--- src/rtl/gate_pkg.sv ---
package gate_pkg;
    typedef enum logic [1:0] {
        SEL_NONE   = 2'd0,
        SEL_LOCK   = 2'd1,
        SEL_COMMIT = 2'd2,
        SEL_ALTFN  = 2'd3
    } reg_sel_e;
endpackage

--- src/rtl/gate_decode.sv ---
module gate_decode
    import gate_pkg::*;
#(
    parameter int ADDR_W     = 12,
    parameter int LOCK_OFF   = 12'h520,
    parameter int COMMIT_OFF = 12'h524,
    parameter int ALTFN_OFF  = 12'h420
) (
    input  logic [ADDR_W-1:0] addr,
    output reg_sel_e          sel
);
    always_comb begin
        if (addr == ADDR_W'(LOCK_OFF))        sel = SEL_LOCK;
        else if (addr == ADDR_W'(COMMIT_OFF)) sel = SEL_COMMIT;
        else if (addr == ADDR_W'(ALTFN_OFF))  sel = SEL_ALTFN;
        else                                  sel = SEL_NONE;
    end
endmodule

--- src/rtl/gate_lock.sv ---
module gate_lock #(
    parameter int          DATA_W = 32,
    parameter logic [31:0] KEY    = 32'h0ACCE551
) (
    input  logic              clk,
    input  logic              rst_n,
    input  logic              we,
    input  logic [DATA_W-1:0] wdata,
    output logic              locked
);
    typedef struct packed {
        logic locked;
    } lock_state_t;

    lock_state_t st_d, st_q;

    always_comb begin
        st_d = st_q;
        if (we) st_d.locked = (wdata != DATA_W'(KEY));
    end

    always_ff @(posedge clk or negedge rst_n) begin
        if (!rst_n) st_q.locked <= 1'b1;
        else        st_q <= st_d;
    end

    assign locked = st_q.locked;
endmodule

--- src/rtl/gate_bitreg.sv ---
module gate_bitreg #(
    parameter int           W   = 8,
    parameter logic [W-1:0] RST = '0
) (
    input  logic         clk,
    input  logic         rst_n,
    input  logic         we,
    input  logic [W-1:0] wmask,
    input  logic [W-1:0] wdata,
    output logic [W-1:0] q
);
    typedef struct packed {
        logic [W-1:0] val;
    } bit_state_t;

    bit_state_t st_d, st_q;

    always_comb begin
        st_d = st_q;
        if (we) st_d.val = (st_q.val & ~wmask) | (wdata & wmask);
    end

    always_ff @(posedge clk or negedge rst_n) begin
        if (!rst_n) st_q.val <= RST;
        else        st_q <= st_d;
    end

    assign q = st_q.val;
endmodule

--- src/rtl/pinmux_commit_gate.sv ---
module pinmux_commit_gate
    import gate_pkg::*;
#(
    parameter int          ADDR_W     = 12,
    parameter int          DATA_W     = 32,
    parameter int          PIN_W      = 8,
    parameter logic [31:0] KEY        = 32'h0ACCE551,
    parameter int          LOCK_OFF   = 12'h520,
    parameter int          COMMIT_OFF = 12'h524,
    parameter int          ALTFN_OFF  = 12'h420
) (
    input  logic              clk,
    input  logic              rst_n,
    input  logic              bus_wr,
    input  logic [ADDR_W-1:0] bus_addr,
    input  logic [DATA_W-1:0] bus_wdata,
    output logic [DATA_W-1:0] rd_data,
    output logic [PIN_W-1:0]  altfn_o
);
    localparam logic [PIN_W-1:0] ALL_PINS = {PIN_W{1'b1}};

    reg_sel_e         sel;
    logic             lock_q;
    logic [PIN_W-1:0] cmask_q;
    logic [PIN_W-1:0] wpins;

    assign wpins = bus_wdata[PIN_W-1:0];

    gate_decode #(
        .ADDR_W(ADDR_W), .LOCK_OFF(LOCK_OFF),
        .COMMIT_OFF(COMMIT_OFF), .ALTFN_OFF(ALTFN_OFF)
    ) u_dec (
        .addr(bus_addr),
        .sel (sel)
    );

    gate_lock #(.DATA_W(DATA_W), .KEY(KEY)) u_lock (
        .clk   (clk),
        .rst_n (rst_n),
        .we    (bus_wr && (sel == SEL_LOCK)),
        .wdata (bus_wdata),
        .locked(lock_q)
    );

    gate_bitreg #(.W(PIN_W), .RST(ALL_PINS)) u_commit (
        .clk  (clk),
        .rst_n(rst_n),
        .we   (bus_wr && (sel == SEL_COMMIT) && !lock_q),
        .wmask(ALL_PINS),
        .wdata(wpins),
        .q    (cmask_q)
    );

    gate_bitreg #(.W(PIN_W), .RST('0)) u_altfn (
        .clk  (clk),
        .rst_n(rst_n),
        .we   (bus_wr && (sel == SEL_ALTFN)),
        .wmask(cmask_q),
        .wdata(wpins),
        .q    (altfn_o)
    );

    always_comb begin
        unique case (sel)
            SEL_LOCK:   rd_data = DATA_W'(lock_q);
            SEL_COMMIT: rd_data = DATA_W'(cmask_q);
            SEL_ALTFN:  rd_data = DATA_W'(altfn_o);
            default:    rd_data = '0;
        endcase
    end
endmodule

--- config.mk ---
export PLATFORM = sky130hd
export DESIGN_NAME = pinmux_commit_gate
export DESIGN_NICKNAME = d
export VERILOG_FILES = /design/src/rtl/gate_pkg.sv /design/src/rtl/gate_decode.sv /design/src/rtl/gate_lock.sv /design/src/rtl/gate_bitreg.sv /design/src/rtl/pinmux_commit_gate.sv
export SDC_FILE = /design/constraint.sdc
export NUM_CORES = 1
export LEC_CHECK = 0
export CORE_MARGIN = 2
export CORE_UTILIZATION = 31
export CTS_BUF_LIST = sky130_fd_sc_hd__clkbuf_16
export CTS_CLUSTER_DIAMETER = 120
export DETAILED_ROUTE_END_ITERATION = 6
export PLACE_DENSITY = 0.83
export SYNTH_ARGS = -nofsm -noshare
export SYNTH_HDL_FRONTEND = slang
export SYNTH_SLANG_ARGS = --single-unit
export TNS_END_PERCENT = 50
--- constraint.sdc ---
create_clock -name clk -period 3.38 [get_ports clk]
set_clock_uncertainty 0.1 [all_clocks]
set_input_delay 1.014 -clock clk [delete_from_list [all_inputs] [get_ports clk]]
set_output_delay 1.014 -clock clk [all_outputs]
set_load 0.005 [all_outputs]
==> metrics <==
TNS Setup -2450 ps; Leakage Power 0.902 nW; max cap viols 0; TritonCTS Buffers 3; chip width 65.3 µm; Final Critical Period 3750 ps; Core Area 3630 µm²; fin cells 228; flop2flop setup slack 1810 ps; initial core utilization 0.321; CTS max path bufs 2; Area Overhead vs Synth 67.5%; Final Slew Violations 0; top cell type's share of synthesized area 0.203; DR WL/cell 12.9 µm; RD Place Congestion 0.748; pwr dens 266 nW/µm²; CP Max Fanout 3; cell area after synthesis 1160 µm²; crit start category input pin; PortBufs 62; Worst EP arrival 2640 ps; Post-DRT Antenna Nets 0; CTS tree done; Post-synth EDFFs 0; peak supply drop 158 µV; final period utilization 1.11; row count 22; pin count of the biggest net entering global routing 18; First DRT Iteration DRCs 14; violated checks setup timing; FF/Latch Area 437 µm²; Routed WL 2940 µm; H-tree Lvls 1; first-pass GRT wire length 4870 µm; clock network latency to the later pin of the worst-skew pair 240 ps; vias in the first global route 1024; highest clock rate 266 MHz; DR pass1 iterations 4; Slew @ Worst Pin 753 ps; Final HPWL DP 2300 µm; antenna violations before repair 0; count leader, synth buf_4; vias per cell 4.52; num ports 87; Synth area leaders dfstp_2 (20%), dfrtp_1 (17%), buf_4 (15%), mux2_4 (10%), mux2_2 (9.7%); register area share after synthesis 0.375; Root Driver clkbuf_16; asr flop ratio synth 1.00; Vias 1031; Final Setup Violations 8; Crit path required time 2270 ps; CTS clock-pin slew for the worst setup and hold paths 50 ps; outcome complete, but fails checks; Critical R2R Launch u_lock.locked$_DFFE_PN1P_; Fill cells 334; PnR worst setup slack -374 ps; DIE AREA 4260 µm²; Final Hold Fails 0; grt ovf 0; Avg Synthesized Cell Area 11.4 µm²; ANT cells 0; Overall Global Routing Usage 0.148; Die Ht 65.3 µm; Yosys Warn Count 0; Yosys top cell by area dfstp_2; placed insts 214; R2R cell count 3; worst setup path endpoint rd_data[2]; layout cell share with drive strength beyond 1 0.361; synth cell count leaders buf_4 (24), mux2_2 (10), dfstp_2 (9), nand3_1 (9); RR Endpoint u_commit.q[5]$_DFFE_PN1P_; crit path launch bus_addr[6]; DRC Markers 0; post-synthesis register bit count 17; Slew HR 0.496; final net count 228; kind of end point of the critical path output port; Top FF cell, synth dfstp_2; multi-input logic area 642 µm²; CTS sink count 17; Gate Count Post-Synth 102; classification of the worst-slack hold path reg2reg; post-synth cell types 26; WS Path Type in2out; unrepaired setup endpoints after global routing yes
[kinds of logic (layout without fill, tap and decap cells)]
| kind of cell | count (synthesis) | in the layout | synth area share |
|---|---|---|---|
| DFF | 17 | 17 | 0.375 |
| other | 1 | 24 | 0.00322 |
| and+or+nand+nor | 30 | 30 | 0.187 |
| buffers and inverters | 28 | 83 | 0.175 |
| AOI/OAI and AO/OA | 8 | 8 | 0.0602 |
| muxes | 18 | 18 | 0.200 |
[layout by cell type (no fill, tap or decap), drive strengths merged]
| master | n |
|---|---|
| a22o | 8 |
| buf | 28 |
| clkbuf | 3 |
| clkdlybuf4s15 | 3 |
| clkdlybuf4s50 | 44 |
| clkinv | 1 |
| conb | 24 |
| dfrtp | 8 |
| dfstp | 9 |
| dlygate4sd2 | 3 |
| dlymetal6s2s | 1 |
| mux2 | 18 |
| nand2 | 1 |
| nand3 | 9 |
| nand4 | 2 |
| nand4b | 2 |
| nand4bb | 1 |
| nor2 | 1 |
| nor2b | 2 |
| nor4 | 3 |
| nor4b | 1 |
| nor4bb | 3 |
| or3 | 1 |
| or3b | 1 |
| or4 | 2 |
| or4b | 1 |
[power breakdown]
part | switching (mW) | total (mW) | leakage [nW] | internal, mW
clock network | 0.0731 | 0.231 | 0.0409 | 0.158
registers | 0.000400 | 0.206 | 0.205 | 0.205
logic | 0.0282 | 0.0819 | 0.657 | 0.0536
[routing by layer]
layer | part of all wire | up-vias | wire length [µm] | track usage
met3 | 0.082 | 6 | 241 | 0.0325
met5 | 0 | - | 0 | 0
met4 | 0.019 | 0 | 57 | 0.0573
met2 | 0.52 | 57 | 1540 | 0.256
met1 | 0.37 | 479 | 1100 | 0.178
li1 | - | 489 | - | -
[critical path: stages]
cell	delay, ps
buf_6	90
or4b_4	560
nor4_4	290
nor2b_1	160
buf_4	130
buf_6	110
buf_6	90
a22o_1	110
buf_2	110
[area by class of cell]
type	instances	share of cell area
clock buffers	3	0.0385
clock inverters	1	0.00257
multi-input cells	80	0.329
flip-flops and latches	17	0.224
well taps	48	0.0308
repair buffers	79	0.375
[through the flow]
stage	util	instance area [µm²]	hold slack (ps)	setup WS, ps	total power, mW
finish	0.537	1950	430	-374	0.519
detailed placement	0.494	1800	421	-978	0.291
floorplan	-	1270	423	23.8	0.245
global placement	0.494	1800	417	-945	0.289
global route	0.537	1950	453	-457	0.540
CTS	0.528	1920	433	-387	0.525
[how the worst min path moves through the flow]
| stage | start | to | cells past startpoint |
|---|---|---|---|
| 2_1_floorplan | register | register | 1 |
| 3_3_place_gp | register | register | 1 |
| 3_5_place_dp | register | register | 1 |
| 4_1_cts | register | register | 1 |
| 5_1_grt | register | register | 1 |
| 6_report | register | register | 1 |
[what timing repair did]
| item | in CTS | in global routing |
|---|---|---|
| hold buffers | 0 | 0 |
| gates resized for setup | 60 | 4 |
| pin swaps | 11 | 7 |
| gates cloned | 0 | 0 |
| buffers inserted | 7 | 3 |
| setup endpoints to repair | 8 | 8 |
(Power assumes the default switching activity.)
